<file path="src/rtl/cal_bcd_pkg.sv">
package cal_bcd_pkg;

  localparam int NUM_FIELDS = 7;
  localparam int FLD_SEC  = 0;
  localparam int FLD_MIN  = 1;
  localparam int FLD_HR   = 2;
  localparam int FLD_WDAY = 3;
  localparam int FLD_MDAY = 4;
  localparam int FLD_MON  = 5;
  localparam int FLD_YR   = 6;

  localparam logic [2:0] OSC_RUN = 3'b010;
  localparam logic [1:0] ALM_ANY = 2'b11;

  typedef struct packed {
    logic [6:0] sec;
    logic [6:0] min;
    logic [6:0] hr;
    logic [6:0] wday;
    logic [6:0] mday;
    logic [6:0] mon;
    logic [6:0] yr;
  } cal_time_t;

  // binary value -> visible byte (binary or packed BCD)
  function automatic logic [7:0] enc_field(input logic [6:0] val, input logic bin);
    logic [7:0] w, tens, ones;
    w    = {1'b0, val};
    tens = w / 8'd10;
    ones = w % 8'd10;
    return bin ? w : {tens[3:0], ones[3:0]};
  endfunction

  // visible byte -> binary value
  function automatic logic [6:0] dec_field(input logic [7:0] code, input logic bin);
    logic [7:0] v;
    v = bin ? code : (({4'd0, code[7:4]} * 8'd10) + {4'd0, code[3:0]});
    return v[6:0];
  endfunction

  function automatic logic [7:0] enc_hour(input logic [6:0] hr, input logic bin,
                                          input logic h24);
    logic pm;
    if (h24) return enc_field(hr, bin);
    pm = (hr >= 7'd12);
    return enc_field(hr % 7'd12, bin) | {pm, 7'd0};
  endfunction

  function automatic logic [6:0] dec_hour(input logic [7:0] code, input logic bin,
                                          input logic h24);
    logic [6:0] h;
    h = dec_field({1'b0, code[6:0]}, bin);
    if (!h24 && code[7]) h = h + 7'd12;
    return h;
  endfunction

  function automatic logic is_leap(input logic [6:0] yr, input int century);
    int full;
    full = century * 100 + int'(yr);
    return ((full % 4) == 0) && (((full % 100) != 0) || ((full % 400) == 0));
  endfunction

  function automatic logic [6:0] month_days(input logic [6:0] mon, input logic [6:0] yr,
                                            input int century);
    case (mon)
      7'd2:                       return is_leap(yr, century) ? 7'd29 : 7'd28;
      7'd4, 7'd6, 7'd9, 7'd11:    return 7'd30;
      default:                    return 7'd31;
    endcase
  endfunction

  // one second forward, each field carrying into the next
  function automatic cal_time_t next_second(input cal_time_t t, input int century);
    cal_time_t n;
    n = t;
    if (t.sec < 7'd59) n.sec = t.sec + 7'd1;
    else begin
      n.sec = '0;
      if (t.min < 7'd59) n.min = t.min + 7'd1;
      else begin
        n.min = '0;
        if (t.hr < 7'd23) n.hr = t.hr + 7'd1;
        else begin
          n.hr   = '0;
          n.wday = (t.wday >= 7'd6) ? 7'd0 : t.wday + 7'd1;
          if (t.mday < month_days(t.mon, t.yr, century)) n.mday = t.mday + 7'd1;
          else begin
            n.mday = 7'd1;
            if (t.mon < 7'd12) n.mon = t.mon + 7'd1;
            else begin
              n.mon = 7'd1;
              n.yr  = (t.yr >= 7'd99) ? 7'd0 : t.yr + 7'd1;
            end
          end
        end
      end
    end
    return n;
  endfunction

endpackage

</file>
<file path="src/rtl/cal_time_core.sv">
module cal_time_core
  import cal_bcd_pkg::*;
#(
  parameter int CENTURY = 20
) (
  input  logic      clk,
  input  logic      rst_n,
  input  logic      advance,
  input  logic      reload,
  input  cal_time_t reload_val,
  output cal_time_t cur
);

  always_ff @(posedge clk or negedge rst_n) begin
    if (!rst_n) begin
      cur      <= '0;
      cur.mday <= 7'd1;
      cur.mon  <= 7'd1;
    end else if (reload) begin
      cur <= reload_val;
    end else if (advance) begin
      cur <= next_second(cur, CENTURY);
    end
  end

endmodule

</file>
<file path="src/rtl/cal_upd_window.sv">
module cal_upd_window #(
  parameter int UIP_CYCLES = 8
) (
  input  logic clk,
  input  logic rst_n,
  input  logic start,
  input  logic hold,
  output logic busy,
  output logic win_end,
  output logic uip
);

  localparam int CNT_W = $clog2(UIP_CYCLES + 1);
  localparam logic [CNT_W-1:0] LAST = CNT_W'(UIP_CYCLES - 1);

  logic [CNT_W-1:0] cnt_q;

  assign win_end = busy && (cnt_q == LAST);

  always_ff @(posedge clk or negedge rst_n) begin
    if (!rst_n) begin
      busy  <= 1'b0;
      cnt_q <= '0;
      uip   <= 1'b0;
    end else begin
      if (start) begin
        busy  <= 1'b1;
        cnt_q <= '0;
      end else if (busy) begin
        if (win_end) busy <= 1'b0;
        cnt_q <= cnt_q + 1'b1;
      end
      if (hold)         uip <= 1'b0;
      else if (start)   uip <= 1'b1;
      else if (win_end) uip <= 1'b0;
    end
  end

endmodule

</file>
<file path="src/rtl/cal_alarm_cmp.sv">
module cal_alarm_cmp
  import cal_bcd_pkg::*;
(
  input  cal_time_t  cur,
  input  logic [7:0] alm_sec,
  input  logic [7:0] alm_min,
  input  logic [7:0] alm_hr,
  input  logic       bin_mode,
  input  logic       h24_mode,
  output logic       hit
);

  logic sec_ok, min_ok, hr_ok;

  assign sec_ok = (alm_sec[7:6] == ALM_ANY) || (dec_field(alm_sec, bin_mode) == cur.sec);
  assign min_ok = (alm_min[7:6] == ALM_ANY) || (dec_field(alm_min, bin_mode) == cur.min);
  assign hr_ok  = (alm_hr[7:6]  == ALM_ANY) || (dec_hour(alm_hr, bin_mode, h24_mode) == cur.hr);
  assign hit    = sec_ok && min_ok && hr_ok;

endmodule

</file>
<file path="src/rtl/cal_bcd_clock.sv">
module cal_bcd_clock
  import cal_bcd_pkg::*;
#(
  parameter int UIP_CYCLES = 8,
  parameter int CENTURY    = 20
) (
  input  logic       clk,
  input  logic       rst_n,
  input  logic       sec_tick,
  input  logic [2:0] osc_sel,
  input  logic       set_mode,
  input  logic       bin_mode,
  input  logic       h24_mode,
  input  logic       alarm_en,
  input  logic       upd_en,
  input  logic [7:0] alarm_sec,
  input  logic [7:0] alarm_min,
  input  logic [7:0] alarm_hr,
  input  logic       ld_en,
  input  logic [2:0] ld_sel,
  input  logic [7:0] ld_data,
  output logic [7:0] out_sec,
  output logic [7:0] out_min,
  output logic [7:0] out_hr,
  output logic [7:0] out_wday,
  output logic [7:0] out_mday,
  output logic [7:0] out_mon,
  output logic [7:0] out_yr,
  output logic       uip,
  output logic       alarm_req,
  output logic       upd_req
);

  logic [7:0] vis_q  [NUM_FIELDS];
  logic [7:0] vis_nx [NUM_FIELDS];
  logic [7:0] fresh  [NUM_FIELDS];

  logic      set_q, set_fall;
  logic      tick_ok, win_busy, win_end, reload, alarm_hit;
  cal_time_t cur_time, reload_time;

  // named events used by the checker
  assign tick_ok  = sec_tick && (osc_sel == OSC_RUN) && !win_busy;
  assign set_fall = set_q && !set_mode;
  assign reload   = (ld_en && !set_mode) || set_fall;

  // visible bytes as they stand after a pending load
  always_comb begin
    for (int i = 0; i < NUM_FIELDS; i++)
      vis_nx[i] = (ld_en && (ld_sel == 3'(i))) ? ld_data : vis_q[i];
  end

  always_comb begin
    reload_time      = '0;
    reload_time.sec  = dec_field(vis_nx[FLD_SEC],  bin_mode);
    reload_time.min  = dec_field(vis_nx[FLD_MIN],  bin_mode);
    reload_time.hr   = dec_hour (vis_nx[FLD_HR],   bin_mode, h24_mode);
    reload_time.wday = dec_field(vis_nx[FLD_WDAY], bin_mode);
    reload_time.mday = dec_field(vis_nx[FLD_MDAY], bin_mode);
    reload_time.mon  = dec_field(vis_nx[FLD_MON],  bin_mode);
    reload_time.yr   = dec_field(vis_nx[FLD_YR],   bin_mode);
  end

  always_comb begin
    fresh[FLD_SEC]  = enc_field(cur_time.sec,  bin_mode);
    fresh[FLD_MIN]  = enc_field(cur_time.min,  bin_mode);
    fresh[FLD_HR]   = enc_hour (cur_time.hr,   bin_mode, h24_mode);
    fresh[FLD_WDAY] = enc_field(cur_time.wday, bin_mode);
    fresh[FLD_MDAY] = enc_field(cur_time.mday, bin_mode);
    fresh[FLD_MON]  = enc_field(cur_time.mon,  bin_mode);
    fresh[FLD_YR]   = enc_field(cur_time.yr,   bin_mode);
  end

  cal_time_core #(.CENTURY(CENTURY)) u_core (
    .clk        (clk),
    .rst_n      (rst_n),
    .advance    (tick_ok),
    .reload     (reload),
    .reload_val (reload_time),
    .cur        (cur_time)
  );

  cal_upd_window #(.UIP_CYCLES(UIP_CYCLES)) u_win (
    .clk     (clk),
    .rst_n   (rst_n),
    .start   (tick_ok),
    .hold    (set_mode),
    .busy    (win_busy),
    .win_end (win_end),
    .uip     (uip)
  );

  cal_alarm_cmp u_alm (
    .cur      (cur_time),
    .alm_sec  (alarm_sec),
    .alm_min  (alarm_min),
    .alm_hr   (alarm_hr),
    .bin_mode (bin_mode),
    .h24_mode (h24_mode),
    .hit      (alarm_hit)
  );

  genvar g;
  generate
    for (g = 0; g < NUM_FIELDS; g++) begin : g_vis
      localparam logic [7:0] RST_CODE = ((g == FLD_MDAY) || (g == FLD_MON)) ? 8'h01 : 8'h00;
      always_ff @(posedge clk or negedge rst_n) begin
        if (!rst_n)                          vis_q[g] <= RST_CODE;
        else if (ld_en && (ld_sel == 3'(g))) vis_q[g] <= ld_data;
        else if (win_end && !set_mode)       vis_q[g] <= fresh[g];
      end
    end
  endgenerate

  always_ff @(posedge clk or negedge rst_n) begin
    if (!rst_n) begin
      set_q     <= 1'b0;
      alarm_req <= 1'b0;
      upd_req   <= 1'b0;
    end else begin
      set_q     <= set_mode;
      alarm_req <= win_end && alarm_en && alarm_hit;
      upd_req   <= win_end && upd_en;
    end
  end

  assign out_sec  = vis_q[FLD_SEC];
  assign out_min  = vis_q[FLD_MIN];
  assign out_hr   = vis_q[FLD_HR];
  assign out_wday = vis_q[FLD_WDAY];
  assign out_mday = vis_q[FLD_MDAY];
  assign out_mon  = vis_q[FLD_MON];
  assign out_yr   = vis_q[FLD_YR];

endmodule

</file>
<file path="config.mk">
export PLATFORM = sky130hd
export DESIGN_NAME = cal_bcd_clock
export DESIGN_NICKNAME = d
export VERILOG_FILES = /design/src/rtl/cal_bcd_pkg.sv /design/src/rtl/cal_time_core.sv /design/src/rtl/cal_upd_window.sv /design/src/rtl/cal_alarm_cmp.sv /design/src/rtl/cal_bcd_clock.sv
export SDC_FILE = /design/constraint.sdc
export NUM_CORES = 1
export LEC_CHECK = 0
export ABC_AREA = 1
export CAP_MARGIN = 15
export CORE_UTILIZATION = 65
export CTS_BUF_LIST = sky130_fd_sc_hd__clkbuf_8
export DETAILED_ROUTE_END_ITERATION = 8
export HOLD_SLACK_MARGIN = 0.08
export PLACE_DENSITY = 0.88
export SLEW_MARGIN = 20
export SYNTH_ARGS = -nofsm -noshare
export SYNTH_HDL_FRONTEND = slang
export SYNTH_SLANG_ARGS = --single-unit
</file>
<file path="constraint.sdc">
create_clock -name clk -period 7.3 [get_ports clk]
set_clock_uncertainty 0.15 [all_clocks]
set_input_delay 1.095 -clock clk [delete_from_list [all_inputs] [get_ports clk]]
set_output_delay 1.095 -clock clk [all_outputs]
set_load 0.005 [all_outputs]
</file>
Word-level counts from Yosys, hierarchy flattened
Cells that the tools add are included.

storage, ports and cells
  bits in registers = 114
  input port bits = 47
  output and inout bits = 59

operators by class
  mux-type cells = 73
  equal/unequal tests = 24
  order comparisons = 8
  $mul = 10
  reduce and logical (&&, ||, !) cells = 50
  div/mod/pow operators = 19
  add/sub/neg operators = 21
  bitwise operators = 2

operators with widths
  cell                                                      number
  2-to-1 mux 8 bit                                          31
  2-to-1 mux 7 bit                                          25
  2-to-1 mux 49 bit                                         2
  adder 7 x 4 -> 7 bit                                      10
  divider 7 x 4 -> 8 bit (second input constant)            8
  logical NOT 32 bit                                        2
  remainder unit 7 x 4 -> 8 bit (second input constant)     8
  adder 7 x 1 -> 7 bit (second input constant)              7
  multiplier 4 x 3 -> 6 bit (second input constant)         8
  2-to-1 mux 42 bit                                         1
  2-to-1 mux 35 bit                                         1
  remainder unit 32 x 10 -> 32 bit (second input constant)  1
  remainder unit 32 x 8 -> 32 bit (second input constant)   1
  nonzero test 32 bit                                       1
  2-to-1 mux 28 bit                                         1
  equality test 7 bit                                       3
  logical AND 1 bit                                         21
  nonzero test 2 bit                                        9
  adder 7 x 4 -> 7 bit (second input constant)              2
  equality test 7 x 3 -> 1 bit (second input constant)      2
  equality test 7 x 4 -> 1 bit (second input constant)      2
  < comparator 7 x 6 -> 1 bit (second input constant)       2
  2-to-1 mux 14 bit                                         1
  one-hot mux 7 bit (2 select lines)                        1
  32 further kinds                                          57

Longest topological paths before layout
  depth after elaboration = 19
  gate-level depth with buffers = 50

Modules after synthesis
Synthesis repeated with hierarchy kept, for this count alone.

unflattened totals
  cells, all modules = 2208
  area, all modules = 14071.0 µm²

modules (own cells, without submodules)
  module          sequential area each (µm²)  area each (µm²)  cells an instance  instances
  cal_bcd_clock   1478.9                      7717.4           1217               1
  cal_time_core   1228.7                      4479.3           652                1
  cal_alarm_cmp   0.0                         1601.5           308                1
  cal_upd_window  150.1                       272.8            31                 1

Worst setup path after synthesis
Ideal clock, no wire load.

  kind = register to register
  start = register u_core.cur[4] (netlist name)
  end = register u_core.cur[12] (netlist name)
  cell stages (with the launch flop) = 46
  required time = 7.021 ns
  arrival time = 4.675 ns
  path slack = 2.346 ns
  library setup time = 0.129 ns
  clock period less this slack = 4.954 ns
  cells stage by stage = dfrtp_1 -> ha_1 -> inv_1 -> ha_1 -> ha_1 -> inv_2 -> nand3_1 -> nand2_2 -> nor2_4 -> nand3_4 -> nand2_4 -> nand2_1 -> nand2_2 -> nand2_4 -> nor2_4 -> nand2_4 -> nand2_4 -> nand2_1 -> [10 not listed] -> nand2_4 -> nor2_4 -> nand2_4 -> nand3_1 -> nand3_1 -> nor2_1 -> nand2_1 -> nand2_1 -> nand2_1 -> nand2_1 -> nand2_1 -> nand2_2 -> nand2_4 -> nand2_8 -> nand2_4 -> buf_8 -> nand2_2 -> o21ai_2

on the way
  cells in the longest elaborated chain, start to end = 15
  elaborated cells between the ends (all ways) = 17
  classes of those cells = add/sub: 1; div: 2; order compare: 1; eq/ne: 1; mux: 7; reduce/logical: 5

RTL lines
  what                                                                                 RTL line             source
  adder 11 x 7 -> 12 bit *                                                             cal_bcd_pkg.sv:59    full = century * 100 + int'(yr);
  remainder unit 32 x 8 -> 32 bit or remainder unit 32 x 10 -> 32 bit (tied branches)  cal_bcd_pkg.sv:60    return ((full % 4) == 0) && (((full % 100) != 0) || ((full % 400) == 0));
  nonzero test 32 bit or logical NOT 32 bit (tied branches)                            cal_bcd_pkg.sv:60
  logical OR 1 bit *                                                                   cal_bcd_pkg.sv:60
  logical AND 1 bit *                                                                  cal_bcd_pkg.sv:60
  2-to-1 mux 1 bit *                                                                   cal_bcd_pkg.sv:66    7'd2: return is_leap(yr, century) ? 7'd29 : 7'd28;
  one-hot mux 7 bit (2 select lines) *                                                 cal_bcd_pkg.sv:65    case (mon)
  2-to-1 mux 7 bit *                                                                   cal_bcd_pkg.sv:82    if (t.hr < 7'd23) n.hr = t.hr + 7'd1;
  2-to-1 mux 7 bit *                                                                   cal_bcd_pkg.sv:79    if (t.min < 7'd59) n.min = t.min + 7'd1;
  2-to-1 mux 7 bit *                                                                   cal_bcd_pkg.sv:76    if (t.sec < 7'd59) n.sec = t.sec + 7'd1;
  2-to-1 mux 7 bit *                                                                   cal_time_core.sv:21  end else if (advance) begin
  2-to-1 mux 7 bit *                                                                   cal_time_core.sv:19  end else if (reload) begin
  < comparator 7 bit *                                                                 cal_bcd_pkg.sv:86    if (t.mday < month_days(t.mon, t.yr, century)) n.mday = t.mday + 7'd1;
  inequality test 2 bit (no line) *                                                    --
  AND reduction 5 bit (no line) *                                                      --

Every way passes the cells marked *; elsewhere a longest branch is shown, timed or not. The select of a mux whose other input is x is not followed.
A chain may end at the register's enable or synchronous reset.

Final worst setup path
  start = register u_core.cur[4] (netlist name)
  end = register u_core.cur[4] (netlist name)

on the way
  cells in the longest elaborated chain, start to end = 15
  elaborated cells between the ends (all ways) = 27
  classes of those cells = add/sub: 2; div: 2; order compare: 2; eq/ne: 1; mux: 15; reduce/logical: 5

RTL lines
  what                                                                                 RTL line
  adder 11 x 7 -> 12 bit                                                               cal_bcd_pkg.sv:59
  remainder unit 32 x 8 -> 32 bit or remainder unit 32 x 10 -> 32 bit (tied branches)  cal_bcd_pkg.sv:60
  nonzero test 32 bit or logical NOT 32 bit (tied branches)                            cal_bcd_pkg.sv:60
  logical OR 1 bit                                                                     cal_bcd_pkg.sv:60
  logical AND 1 bit                                                                    cal_bcd_pkg.sv:60
  2-to-1 mux 1 bit                                                                     cal_bcd_pkg.sv:66
  one-hot mux 7 bit (2 select lines)                                                   cal_bcd_pkg.sv:65
  2-to-1 mux 7 bit                                                                     cal_bcd_pkg.sv:82
  2-to-1 mux 7 bit                                                                     cal_bcd_pkg.sv:79
  2-to-1 mux 7 bit                                                                     cal_bcd_pkg.sv:76
  2-to-1 mux 7 bit                                                                     cal_time_core.sv:21
  2-to-1 mux 7 bit                                                                     cal_time_core.sv:19
  < comparator 7 bit                                                                   cal_bcd_pkg.sv:86
  inequality test 2 bit (no line)                                                      --
  AND reduction 6 bit (no line)                                                        --

Several ways; a longest one is shown, not always the timed one. The select of a mux whose other input is x is not followed.

==> summary.txt <==
Outcome -> completed
Final HPWL from detailed placement -> 26,520 um
Die ar. -> 20,460 um^2
CP required -> 7.49 ns
Number of placement rows -> 51
Clk sinks -> 114
Core occupancy in the finished layout -> 74.63%
Clk Tree Root Cell -> sky130_fd_sc_hd__clkbuf_8
Unrepaired setup endpoints after global routing -> false
CTS-repair resized insts -> 0
Unique cell type count in the Yosys netlist -> 62
Ranking of synthesized cells by area -> sky130_fd_sc_hd__dfrtp_1, sky130_fd_sc_hd__nand2_1, sky130_fd_sc_hd__ha_1
Wire length of the first global-routing pass -> 58,910 um
Post-layout nets -> 2,146
Via count -> 13,400
Number of global-route vias before repair -> 12,310
Syn. warnings -> 0
Post-synthesis cell count -> 1,890
Top cell types by occurrence after synthesis -> sky130_fd_sc_hd__nand2_1, sky130_fd_sc_hd__inv_1, sky130_fd_sc_hd__o21ai_0
Post-CTS Setup Bufs -> 0
Slack of the critical path -> 1.249 ns
Critical path class -> reg -> reg
Synthesized area divided by synthesized cell count -> 6.840 um^2
GR Overflow Total -> 0
Number of remaining DRC errors -> 0
Die Span X -> 143.0 um
FFs w/ async S/R, synth -> 100.0%
Iteration-0 DRC count of the detailed router -> 1,300
Vias per cell -> 5.950
Reg clk slew, reported paths -> 0.07 ns
Cell family with the largest share of critical-path delay -> simple AND/OR/NAND/NOR gates
Fillcell total -> 1,537
Area of the mapped netlist -> 12,930 um^2
Max capacitance violation total -> 0
Placer Congestion -> 0.9433
Startpoint kind of the worst setup timing path -> register
Worst stage delay on the critical path -> 0.74 ns
Ant diodes -> 0
Routed length per placed instance -> 15.91 um
Clock insertion delay at the later pin of the skew report -> 0.45 ns
Tightest slew margin relative to the limit -> 27.87%
Arrival time of data at the critical path endpoint -> 6.24 ns
Number of synthesized register bits -> 114
Buffers plus inverters on the worst setup path -> 3
H-Tree Depth -> 4
Final worst-path cycle share -> 82.89%
Crit path top cell by count -> sky130_fd_sc_hd__nand2_1
Initial core utilization -> 66.42%
Number of pins with negative max-slew slack in the final report -> 0
Net count of the mapped netlist -> 2,061
Routed wire length -> 35,820 um
Count of TritonRoute iterations in the first routing pass -> 6
Final count of hold timing violations -> 0
CTS max path bufs -> 2
Instance area at placement -> 14,170 um^2
Setup violation total in the final timing report -> 0
All-Layer GR Usage -> 36.17%
Area share of the leading cell type in the synthesized netlist -> 21.29%
Critical path startpoint -> u_core.cur[4]
Port bufs -> 105
Antenna violations before repair -> 1
Ys flop type -> sky130_fd_sc_hd__dfrtp_1
Hold Crit Start -> u_win.cnt_q[3]
Final instance area -> 14,520 um^2
Reg-to-reg startpoint -> u_core.cur[4]
CP Capture Type -> register
Highest fanout seen on the critical path -> 17
Number of CTS-inserted buffers -> 17
Number of synthesized flops with an enable pin -> 0
Transition time at the pin with the least slew margin -> 1.074 ns
Leading cell type by number of instances after synthesis -> sky130_fd_sc_hd__nand2_1
Minimum clock period -> 6.051 ns
Maximum number of pins on one net before global-route repair -> 78
Chip Height -> 143.0 um
Number of top-level design ports -> 106
Number of nets with antenna violations after routing -> 0
Final setup TNS -> 0 ns
Setup slack at placement -> 1.327 ns
Worst-path cell with the longest stage delay -> sky130_fd_sc_hd__dfrtp_1
Hold crit path type -> reg -> reg
CTS tree -> built
Seq/Total Area, Yosys -> 22.11%
Upper clock frequency limit -> 165.3 MHz
Relative area change from synthesis to final layout -> 12.35%
Post-CTS Hold Buffers -> 0
Share of final-layout standard cells stronger than drive strength 1 -> 7.348%
Cell taking the most area after synthesis -> sky130_fd_sc_hd__dfrtp_1
Area of the core -> 19,460 um^2
[registers in the layout (all words and copies together) (netlist names)]
register,flops
alarm_req,1
out_hr,8
out_mday,8
out_min,8
out_mon,8
out_sec,8
out_wday,8
out_yr,8
set_q,1
u_core.cur,49
u_win.busy,1
u_win.cnt_q,4
u_win.uip,1
upd_req,1
[placed cells by master, fill, tap and decap left out, types with 28 or more instances in the layout]
cell and count:
sky130_fd_sc_hd__nor2_1 156, sky130_fd_sc_hd__nand2_1 419, sky130_fd_sc_hd__nand4_1 30, sky130_fd_sc_hd__o221ai_1 37, sky130_fd_sc_hd__a21oi_1 92, sky130_fd_sc_hd__clkdlybuf4s50_1 103
sky130_fd_sc_hd__nand3_1 100, sky130_fd_sc_hd__o21ai_0 183, sky130_fd_sc_hd__inv_1 256, sky130_fd_sc_hd__dfrtp_1 110, sky130_fd_sc_hd__xor2_1 78, sky130_fd_sc_hd__ha_1 106
sky130_fd_sc_hd__nand2_2 28
[worst register-to-register path: cells and delay by family (launching register included)]
family	cells	cell delay (ns)
buffers and inverters	3	0.33
adder cells (fa/ha/maj)	3	0.91
AND/OR/NAND/NOR	33	3.68
flip-flops	1	0.74
AO/OA/AOI/OAI	1	0.15
[cells by family (layout without fill, tap and decap cells)]
logic type | Yosys count | in the layout | synth area share, %
compound gates | 414 | 414 | 19.21
xor+xnor | 102 | 102 | 6.911
fa+ha+maj | 124 | 124 | 13.05
buf+inv | 323 | 420 | 9.669
flops | 114 | 114 | 22.11
mux | 3 | 3 | 0.2323
simple gates | 810 | 810 | 28.82
[through the flow]
| step | instances | hold slack (ns) |
|---|---|---|
| final | 2252 | 0.3460 |
| after global routing | 2252 | 0.3911 |
| after CTS | 2252 | 0.3500 |
| after detailed placement | 2221 | 0.3359 |
| after global placement | 2221 | 0.3300 |
| after floorplan | 1890 | 0.3089 |
[area by class of cell]
| cell class | count | area [um^2] | area share, % |
|---|---|---|---|
| clock buffer | 23 | 316.6 | 2.180 |
| clock inverter | 8 | 37.54 | 0.2584 |
| inverter | 271 | 1017 | 7.004 |
| multi-input combinational | 1453 | 8822 | 60.74 |
| sequential | 114 | 2858 | 19.68 |
| tap | 265 | 331.6 | 2.283 |
| timing repair buffer | 118 | 1141 | 7.857 |
[path summary, 6_finish.rpt]
check                                 end  slack (ns)  cells past startpoint
max reg2reg                 u_core.cur[4]        1.25                     40
max                         u_core.cur[4]        1.25                     40
min in group asynchronous      u_win.busy        0.47                      1
max in group asynchronous       out_yr[7]        5.20                      2
min                        u_win.cnt_q[3]        0.35                      1
min reg2reg                u_win.cnt_q[3]        0.35                      1
[metal layers]
layer  wire length, um  track usage (%)  up-vias  share of wire, %
li1                  -                -     6471                 -
met1             15240            48.93     6191                43
met2             15970            56.87      624                45
met3              3288            6.506      113               9.2
met4              1333            14.94        0               3.7
met5                 0                0        -                 0
Power is not shown: default switching activity piles up to over one toggle a cycle in this logic, so the estimate is an artifact.
